$ cat src/rtl/sync_fmt_pkg.sv
package sync_fmt_pkg;
  localparam int CTRL_W = 8;
  localparam int N_OUT = 4;
  localparam logic [CTRL_W-1:0] CTRL_RST = 8'h00;
  localparam logic [CTRL_W-1:0] CTRL_MASK = 8'h97;

  typedef struct packed {
    logic vs_coast;
    logic rsv6;
    logic rsv5;
    logic vs_raw;
    logic rsv3;
    logic hs_lead;
    logic coast_low;
    logic hiz;
  } ctrl_t;
endpackage

$ cat src/rtl/sync_fmt_ctrl.sv
module sync_fmt_ctrl
  import sync_fmt_pkg::*;
(
  input  logic              clk,
  input  logic              rst,
  input  logic              we,
  input  logic [CTRL_W-1:0] wdata,
  input  logic              lock,
  output logic [CTRL_W-1:0] rdata,
  output logic              lead_nxt,
  output logic              act_hiz,
  output logic              act_coast_low,
  output logic              act_lead,
  output logic              act_vs_raw,
  output logic              act_vs_coast
);
  ctrl_t pend;
  ctrl_t act;
  ctrl_t nxt;

  // staged value becomes active only on a lock edge
  assign nxt = lock ? pend : act;

  always_ff @(posedge clk) begin
    if (rst) begin
      pend <= ctrl_t'(CTRL_RST);
      act  <= ctrl_t'(CTRL_RST);
    end else begin
      if (we) pend <= ctrl_t'(wdata & CTRL_MASK);
      act <= nxt;
    end
  end

  assign rdata         = pend;
  assign lead_nxt      = nxt.hs_lead;
  assign act_hiz       = act.hiz;
  assign act_coast_low = act.coast_low;
  assign act_lead      = act.hs_lead;
  assign act_vs_raw    = act.vs_raw;
  assign act_vs_coast  = act.vs_coast;
endmodule

$ cat src/rtl/sync_fmt_hsgen.sv
module sync_fmt_hsgen #(
  parameter int CNT_W = 12,
  parameter int WID_W = 8
) (
  input  logic             clk,
  input  logic             rst,
  input  logic             pix_stb,
  input  logic             lock,
  input  logic             lead,
  input  logic [WID_W-1:0] width_in,
  output logic             hs_q,
  output logic             hs_rise
);
  localparam int SUM_W = CNT_W + 1;
  localparam logic [CNT_W-1:0] CNT_MAX = '1;

  logic [CNT_W-1:0] cnt, per, cnt_nxt, per_nxt;
  logic [WID_W-1:0] wid, wid_nxt;
  logic             seen, pvalid, seen_nxt, pvalid_nxt, hs_nxt;
  logic [SUM_W-1:0] tail_sum;

  always_comb begin
    if (lock)
      cnt_nxt = '0;
    else if (pix_stb && (cnt != CNT_MAX))
      cnt_nxt = cnt + CNT_W'(1);
    else
      cnt_nxt = cnt;

    if (lock)
      per_nxt = (cnt == CNT_MAX) ? cnt : cnt + CNT_W'(1);
    else
      per_nxt = per;

    wid_nxt    = lock ? width_in : wid;
    seen_nxt   = seen | lock;
    pvalid_nxt = lock ? seen : pvalid;
    tail_sum   = SUM_W'(cnt_nxt) + SUM_W'(wid_nxt);

    if (lead)
      hs_nxt = seen_nxt && (SUM_W'(cnt_nxt) < SUM_W'(wid_nxt));
    else
      hs_nxt = pvalid_nxt && (wid_nxt != '0) && (tail_sum >= SUM_W'(per_nxt));
  end

  assign hs_rise = hs_nxt & ~hs_q;

  always_ff @(posedge clk) begin
    if (rst) begin
      cnt    <= '0;
      per    <= '0;
      wid    <= '0;
      seen   <= 1'b0;
      pvalid <= 1'b0;
      hs_q   <= 1'b0;
    end else begin
      cnt    <= cnt_nxt;
      per    <= per_nxt;
      wid    <= wid_nxt;
      seen   <= seen_nxt;
      pvalid <= pvalid_nxt;
      hs_q   <= hs_nxt;
    end
  end
endmodule

$ cat src/rtl/sync_fmt_valign.sv
module sync_fmt_valign (
  input  logic clk,
  input  logic rst,
  input  logic hs_rise,
  input  logic vsync_in,
  output logic vs_al
);
  always_ff @(posedge clk) begin
    if (rst)
      vs_al <= 1'b0;
    else if (hs_rise)
      vs_al <= vsync_in;
  end
endmodule

$ cat src/rtl/sync_fmt_outs.sv
module sync_fmt_outs
  import sync_fmt_pkg::*;
(
  input  logic             clk,
  input  logic             rst,
  input  logic             hiz,
  input  logic             coast_low,
  input  logic             vs_raw,
  input  logic             vs_coast,
  input  logic             hs_q,
  input  logic             vs_al,
  input  logic             vsync_in,
  input  logic             coast_in,
  output logic             hsync_o,
  output logic             vsync_o,
  output logic             hs_o,
  output logic             vs_o,
  output logic [N_OUT-1:0] out_en
);
  always_ff @(posedge clk) begin
    if (rst) begin
      hsync_o <= 1'b0;
      vsync_o <= 1'b0;
      hs_o    <= 1'b0;
      vs_o    <= 1'b0;
      out_en  <= '1;
    end else begin
      hsync_o <= hs_q;
      hs_o    <= hs_q;
      vsync_o <= vs_raw ? vsync_in : vs_al;
      vs_o    <= vs_coast ? (coast_in ^ coast_low) : vsync_in;
      out_en  <= {N_OUT{~hiz}};
    end
  end
endmodule

$ cat src/rtl/sync_fmt_top.sv
module sync_fmt_top
  import sync_fmt_pkg::*;
#(
  parameter int CNT_W = 12,
  parameter int WID_W = 8
) (
  input  logic              clk,
  input  logic              rst,
  input  logic              pix_stb,
  input  logic              hs_lock,
  input  logic              vsync_in,
  input  logic              coast_in,
  input  logic [WID_W-1:0]  hs_width,
  input  logic              reg_we,
  input  logic [CTRL_W-1:0] reg_wdata,
  output logic [CTRL_W-1:0] reg_rdata,
  output logic              hsync_o,
  output logic              vsync_o,
  output logic              hs_o,
  output logic              vs_o,
  output logic [N_OUT-1:0]  out_en
);
  logic lead_nxt, act_hiz, act_coast_low, act_lead, act_vs_raw, act_vs_coast;
  logic hs_q, hs_rise, vs_al;

  sync_fmt_ctrl u_ctrl (
    .clk(clk), .rst(rst), .we(reg_we), .wdata(reg_wdata), .lock(hs_lock),
    .rdata(reg_rdata), .lead_nxt(lead_nxt), .act_hiz(act_hiz),
    .act_coast_low(act_coast_low), .act_lead(act_lead),
    .act_vs_raw(act_vs_raw), .act_vs_coast(act_vs_coast)
  );

  sync_fmt_hsgen #(.CNT_W(CNT_W), .WID_W(WID_W)) u_hsgen (
    .clk(clk), .rst(rst), .pix_stb(pix_stb), .lock(hs_lock), .lead(lead_nxt),
    .width_in(hs_width), .hs_q(hs_q), .hs_rise(hs_rise)
  );

  sync_fmt_valign u_valign (
    .clk(clk), .rst(rst), .hs_rise(hs_rise), .vsync_in(vsync_in), .vs_al(vs_al)
  );

  sync_fmt_outs u_outs (
    .clk(clk), .rst(rst), .hiz(act_hiz), .coast_low(act_coast_low),
    .vs_raw(act_vs_raw), .vs_coast(act_vs_coast), .hs_q(hs_q), .vs_al(vs_al),
    .vsync_in(vsync_in), .coast_in(coast_in), .hsync_o(hsync_o),
    .vsync_o(vsync_o), .hs_o(hs_o), .vs_o(vs_o), .out_en(out_en)
  );
endmodule

$ cat config.mk
export PLATFORM = sky130hd
export DESIGN_NAME = sync_fmt_top
export DESIGN_NICKNAME = d
export VERILOG_FILES = /design/src/rtl/sync_fmt_pkg.sv /design/src/rtl/sync_fmt_ctrl.sv /design/src/rtl/sync_fmt_hsgen.sv /design/src/rtl/sync_fmt_valign.sv /design/src/rtl/sync_fmt_outs.sv /design/src/rtl/sync_fmt_top.sv
export SDC_FILE = /design/constraint.sdc
export NUM_CORES = 1
export LEC_CHECK = 0
export BUFFER_PORTS_ARGS = -buffer_cell sky130_fd_sc_hd__buf_2
export CAP_MARGIN = 25
export CORE_UTILIZATION = 35
export CTS_BUF_LIST = sky130_fd_sc_hd__clkbuf_4 sky130_fd_sc_hd__clkbuf_8
export DETAILED_ROUTE_END_ITERATION = 8
export SLEW_MARGIN = 20
export SYNTH_ARGS = -nofsm -noshare
export SYNTH_HDL_FRONTEND = slang
export SYNTH_HIERARCHICAL = 1
export SYNTH_SLANG_ARGS = --single-unit
$ cat constraint.sdc
create_clock -name clk -period 4.2 [get_ports clk]
set_input_delay 0.42 -clock clk [delete_from_list [all_inputs] [get_ports clk]]
set_output_delay 0.42 -clock clk [all_outputs]
set_load 0.1 [all_outputs]
======== Word-level counts from Yosys, hierarchy flattened ========
Index checks and enable logic that the tools add are counted.
storage, ports and cells
  flip-flop bits (word level) ............. 50
  input bits .............................. 23
  output and inout bits ................... 16
  logic and storage cells ................. 47
operators by class
  add/subtract/negate cells ............... 2
  magnitude comparators ................... 2
  equality and inequality tests ........... 2
  muxes and demuxes ....................... 10
  bitwise operators ....................... 5
  reduce and logical (&&, ||, !) cells .... 5
operators by type and width
  kind                   number
  $mux 12                4
  $add 12x8->13          1
  $ge 13x12->1           1
  $add 12x1->12 const B  1
  $eq 12x12->1 const B   1
  $lt 12x8->1            1
  $ne 12x12->1 const B   1
  $mux 8                 1
  $reduce_bool 8->1      1
  $logic_and 1x1->1      4
  $mux 1                 4
  $mux 3                 1
  $not 1->1              2
  $and 1x1->1            1
  $or 1x1->1             1
  $xor 1x1->1            1

======== Longest topological paths before layout ========
  depth in word-level cells ............... 9
  depth in mapped cells ................... 26
  gate-level depth less buffers ........... 26

======== Cells and area by module ========
The synthesis kept the hierarchy.
modules (own cells, without submodules)
  module           times used  cells an instance  area each (um^2)  seq. area each (um^2)
  sync_fmt_hsgen   1           302                2,537.4           700.7
  sync_fmt_ctrl    1           37                 399.1             200.2
  sync_fmt_outs    1           15                 161.4             80.1
  sync_fmt_valign  1           3                  33.8              20.0

======== Worst setup path after synthesis ========
No wires, ideal clock.
  path kind ............................... register -> register
  from .................................... reg u_hsgen.cnt[0]
  to ...................................... reg u_valign.vs_al
  setup time .............................. 0.114 ns
  arrival ................................. 4.283 ns
  data required time ...................... 4.086 ns
  setup slack ............................. -0.197 ns
  stages on the path, launching flop included .. 25
  buffers on the path ..................... 1
  period minus slack after synthesis ...... 4.397 ns
  path through ............................ dfxtp_1 ha_1 nand3_4 nor2_2 nand3_1 clkbuf_1 nand3_1 xor2_1 nor2_1 ha_1 inv_1 a21oi_1 o21bai_1 a21oi_1 xor2_1 ha_1 a21o_1 a211oi_1 o21ai_0 o221ai_1 a21oi_1 a211oi_2 nor2_1 mux2i_1 nor2_1
between the ends
  cells in the longest elaborated chain, start to end .. 9
  elaborated cells between the ends (all ways) .. 15
  those cells by class .................... add/sub: 2; order compare: 2; eq/ne: 2; mux: 5; bitwise: 1; reduce/logical: 3
RTL lines
  what                                                   RTL line               RTL
  from (decl)                                            sync_fmt_hsgen.sv:17   logic [CNT_W-1:0] cnt, per, cnt_nxt, per_nxt;
  from (signal assigned)                                 sync_fmt_hsgen.sv:57   cnt <= cnt_nxt;
  branches (longest 2 deep; another with $add 12x1->12)  n/a
  $mux 12 *                                              sync_fmt_hsgen.sv:25   else if (pix_stb && (cnt != CNT_MAX))
  $mux 12 *                                              sync_fmt_hsgen.sv:23   if (lock)
  named net u_hsgen.cnt_nxt[2]                           sync_fmt_hsgen.sv:17
  $add 12x8->13                                          sync_fmt_hsgen.sv:38   tail_sum = SUM_W'(cnt_nxt) + SUM_W'(wid_nxt);
  $ge 13x12->1                                           sync_fmt_hsgen.sv:43   hs_nxt = pvalid_nxt && (wid_nxt != '0) && (tail_sum >= SUM_W'(per_nxt));
  $logic_and 1x1->1                                      sync_fmt_hsgen.sv:43
  $mux 1 *                                               sync_fmt_hsgen.sv:40   if (lead)
  $and 1x1->1 *                                          sync_fmt_hsgen.sv:46   assign hs_rise = hs_nxt & ~hs_q;
  named net hs_rise                                      sync_fmt_top.sv:24     logic hs_q, hs_rise, vs_al;
  to (signal assigned)                                   sync_fmt_valign.sv:12  vs_al <= vsync_in;
  to (decl)                                              sync_fmt_valign.sv:6   output logic vs_al
Mark *: on every way through the listed nets, which the timed path passes.
A chain may end at the register's enable or synchronous reset.

======== Final worst setup path ========
  from .................................... reg u_hsgen.cnt[1]
  to ...................................... reg u_valign.vs_al
Same word-level chain as after synthesis.

==> results <==
- The run finished with clean final reports.
- Dividing the final minimum period by the clock period gives 0.987.
- Synthesis produced a netlist whose cell count is between 300 and 400.
- The post-synthesis cell type count is 57.
- Yosys attributes the largest share of cell area to dfxtp_1, ha_1, nor2_1.
- For the final database, setup skew stands at just over 0.007 ns.
- Row generation in the floorplan step produced 34 rows.
- The post-cts hold buffer count is 0.
- After global routing the overflow that remains totals 0.
- The routed layout has ~2600 vias.
- The detailed router used layers up to and including met4.
- Setup repair after global routing could not meet its margin everywhere.
- The die covers between 9000 and 10000 sq um.
- The number of max-slew violations in the final report is 0.
- STA classifies the critical path endpoint as a flip-flop.
- In this run, CTS created clock tree buffers numbering 5.
- TritonCTS built the clock tree.
- In this run, the number of DRC markers left after iteration 0 of detailed routing was 73.
- In the final routed layout, each cell accounts on average for approximately 13 um.
- The fraction of power consumed by the clock network is 0.363.
- In this run the worst path has a maximum fanout of 5.
- In this run the power density over the cells is around 280 nW/um^2.
- Summed over all nets, the switching power comes to between 0.0003 and 0.0004 W.
- The worst setup path is launched from a flip-flop.
- The post-route minimum period is just over 4 ns.
- The portion of synthesized cell area occupied by the leading cell type is 0.320.
- In this run the tool buffered the top-level ports with 32 buffer cells.
- The layout net count is between 400 and 500.
- The diode insertion count for antenna repair is 0.
- After synthesis, the share of cell area in mux cells is 0.0919.
- The per-instance average area after synthesis is a little under 9 sq um.
- Setup violations remaining at the end of the flow were counted as 0.
- The static leakage is 1.79 nW.
- The number of antenna violations at the first check in global routing is 0.
- 39 I/O pins were placed.
- Of the synthesized area, sequential elements account for 0.320.
- By count the netlist is led by nor2_1, dfxtp_1, ha_1.
- Of the total power, combinational logic draws 0.191.
- For this block, the routed nets add up to between 6000 and 7000 um of wire.
- The total of max-cap violations is 0.
- The simple-gate share of the synthesized area is 0.214.
- The primary flip-flop cell chosen by synthesis mapping is dfxtp_1.
- The final cell utilization of the core is 0.453.
- The clock latency reported for the late side of the worst-skew pair is 0.30 ns.
- The design internal power is roughly 0.00081 W.
- Of the total power, the share spent switching nets is 0.277.
- The synthesized design spends more area on one cell type than any other, namely dfxtp_1.
- The total global-route track usage is 0.158.
- In the final routing, the length of wire on met1 measures 3410 um.
- The classification of the worst-slack hold path is in2reg.
- The longest clock path from root to sink contains 2 buffers.
- The core area is between 8000 and 9000 sq um.
- The wire length of the first global-routing pass is approximately 11000 um.
- The arrival time reported for the critical path endpoint is between 4 and 5 ns.
- The layout overhead on the synthesized area is 25.5%.
- The post-detailed-placement cell area is between 3000 and 4000 sq um.
- The via count of the first global-routing pass is about 2500.
- The library cell with the highest instance count after synthesis is nor2_1.
- For this configuration, the core starts out at a cell density of 0.361.
- By area, the combinational part of the netlist is dominated by simple AND/OR/NAND/NOR gates.
- The H-tree was split into 2 levels.
- In the routed layout, each cell is associated on average with a via count of 4.95.
- The largest net degree at the start of global routing is between 40 and 50.
- At the end of routability-driven placement, the weighted congestion stood at roughly 0.84.
- The fraction of synthesis flops using an asynchronous set or reset pin is 0.
- The chip height is between 90 and 100 um.
- The number of DRC violations after detailed routing is 0.
- The amount of wire on met2 after detailed routing is 3290 um.
- For this run, the detailed router's first-pass iteration total came to 4.
- The worst-case vdd ir drop is between 0.15 and 0.2 mV.
- The normalized max-slew margin is 0.446.
- After synthesis the cells add up to between 3000 and 4000 sq um.
- The number of synthesized flops with an enable pin is 0.
- The clock sink count is 50.
- For the pin with the worst max-slew slack, the measured transition is 0.830 ns.
- The ratio of cells with drive above 1 in the final layout is 0.311.
- The library cell used as clock root buffer is clkbuf_8.
- The cell total after placement is 521.
- The final non-filler cell area is around 3900 sq um.
- The required arrival time at the worst endpoint is between 4 and 5 ns.
- The worst setup path is of the reg2reg kind.
- The highest clock rate is 241 MHz.
- The placed wire-length estimate is 5270 um.
- Of the total synthesized cell area, the portion taken by XOR and XNOR cells is 0.0727.
- The met3 wire length is approximately 130 um.
- Yosys printed 6 warnings.
- The fraction of the mapped netlist area in compound gates is 0.117.
- The count of cells in the finished layout, fillers not included, comes to roughly 530.
- The detail route stage leaves a number of antenna-violating nets equal to 0.
- The register bit count reported by yosys is 50.
- The clock transition at the registers of the reported paths is around 0.10 ns.
- Of the total power, registers draw 0.446.
- The count of final hold-check violations is 0.
- The adder and majority gate portion of the synthesized area is 0.122.
- The horizontal die dimension is roughly 97 um.
per-layer routing:
metal  track usage  vias to the layer above
met2         0.265                       32
met3        0.0250                       10
met4        0.0490                        0
met1         0.206                     1250
met5             0                        -
li1              -                     1342
cells by family after synthesis:
kind of cell             Yosys count
adder cells (fa/ha/maj)           30
other                              1
multiplexers                      28
flip-flops                        50
buffers and inverters             40
AND/OR/NAND/NOR                  129
XOR/XNOR                          26
AO/OA/AOI/OAI                     53
state kept, by name, indices dropped and copies added (netlist names), 5 cells and up:
| name | cells |
|---|---|
| u_hsgen/wid | 8 |
| u_hsgen/per | 12 |
| u_hsgen/cnt | 12 |
| u_ctrl/rdata | 5 |
cell usage in the layout, fill, tap and decap left out, drive strengths merged, types with 12 or more instances in the layout:
| cell | n |
|---|---|
| a21oi | 12 |
| inv | 18 |
| xor2 | 14 |
| dfxtp | 50 |
| nor2 | 70 |
| mux2i | 25 |
| o21ai | 15 |
| xnor2 | 12 |
| buf | 79 |
| ha | 29 |
power by group through the flow:
stage | Combinational (W) | Sequential (W) | Clock (W)
2_1_floorplan | 0.000123 | 0.000540 | 0
3_3_place_gp | 0.000202 | 0.000509 | 0
3_5_place_dp | 0.000206 | 0.000509 | 0
4_1_cts | 0.000208 | 0.000499 | 0.000416
5_1_grt | 0.000235 | 0.000501 | 0.000432
6_report | 0.000213 | 0.000499 | 0.000405
final cells by class:
type / instances / area, sq um
clock buffers: 5 / 68.8
clock inverters: 3 / 68.8
fillers: 863 / 4750
inverters: 18 / 67.6
multi-input cells: 269 / 2060
flip-flops and latches: 50 / 1000
well taps: 108 / 135
repair buffers: 79 / 529
through the flow:
stage	hold WS [ns]	setup slack [ns]	setup TNS (ns)	power, W
floorplan	0.369	0.0553	0	0.000663
global placement	0.382	-0.0718	-0.0718	0.000711
detailed placement	0.388	-0.132	-0.132	0.000715
CTS	0.336	0.00735	0	0.00112
global route	0.333	-0.200	-0.200	0.00117
finish	0.345	0.0540	0	0.00112
worst max-delay path, stage by stage, from the launching register on:
cell      delay (ns)
dfxtp_2         0.37
ha_4            0.15
nand3_4         0.09
nor2_4          0.12
nand3_4         0.10
buf_6           0.14
nand3_1         0.09
xor2_1          0.22
nor2_1          0.11
ha_1            0.30
or3_4           0.39
o211ai_1        0.20
and3b_2         0.23
xor2_1          0.17
ha_1            0.26
a21o_1          0.18
a21o_1          0.18
a21oi_2         0.13
a21oi_2         0.07
a211oi_2        0.25
nor2_1          0.08
mux2i_1         0.14
nor2_1          0.05
worst paths after layout:
| kind | startpoint | endpoint | slack [ns] | cells past startpoint |
|---|---|---|---|---|
| worst max-delay path | u_hsgen/cnt[1]$_SDFF_PP0_ | u_valign/vs_al$_SDFFE_PP0P_ | 0.05 | 22 |
| worst min register to register | u_ctrl/act_hiz$_SDFFE_PP0P_ | u_outs/out_en[0]$_SDFF_PP1_ | 0.42 | 1 |
| worst max register to register | u_hsgen/cnt[1]$_SDFF_PP0_ | u_valign/vs_al$_SDFFE_PP0P_ | 0.05 | 22 |
| worst min-delay path | reg_wdata[7] | u_ctrl/rdata[7]$_SDFFE_PP0P_ | 0.35 | 3 |
timing repair:
item / in CTS / in global routing
cloned: 0 / 0
setup endpoints to repair: 1 / 2
buffers inserted: 1 / 2
pin swaps: 10 / 20
resized for setup: 9 / 16
hold endpoints to repair: 0 / 0
(Power assumes the default switching activity.)
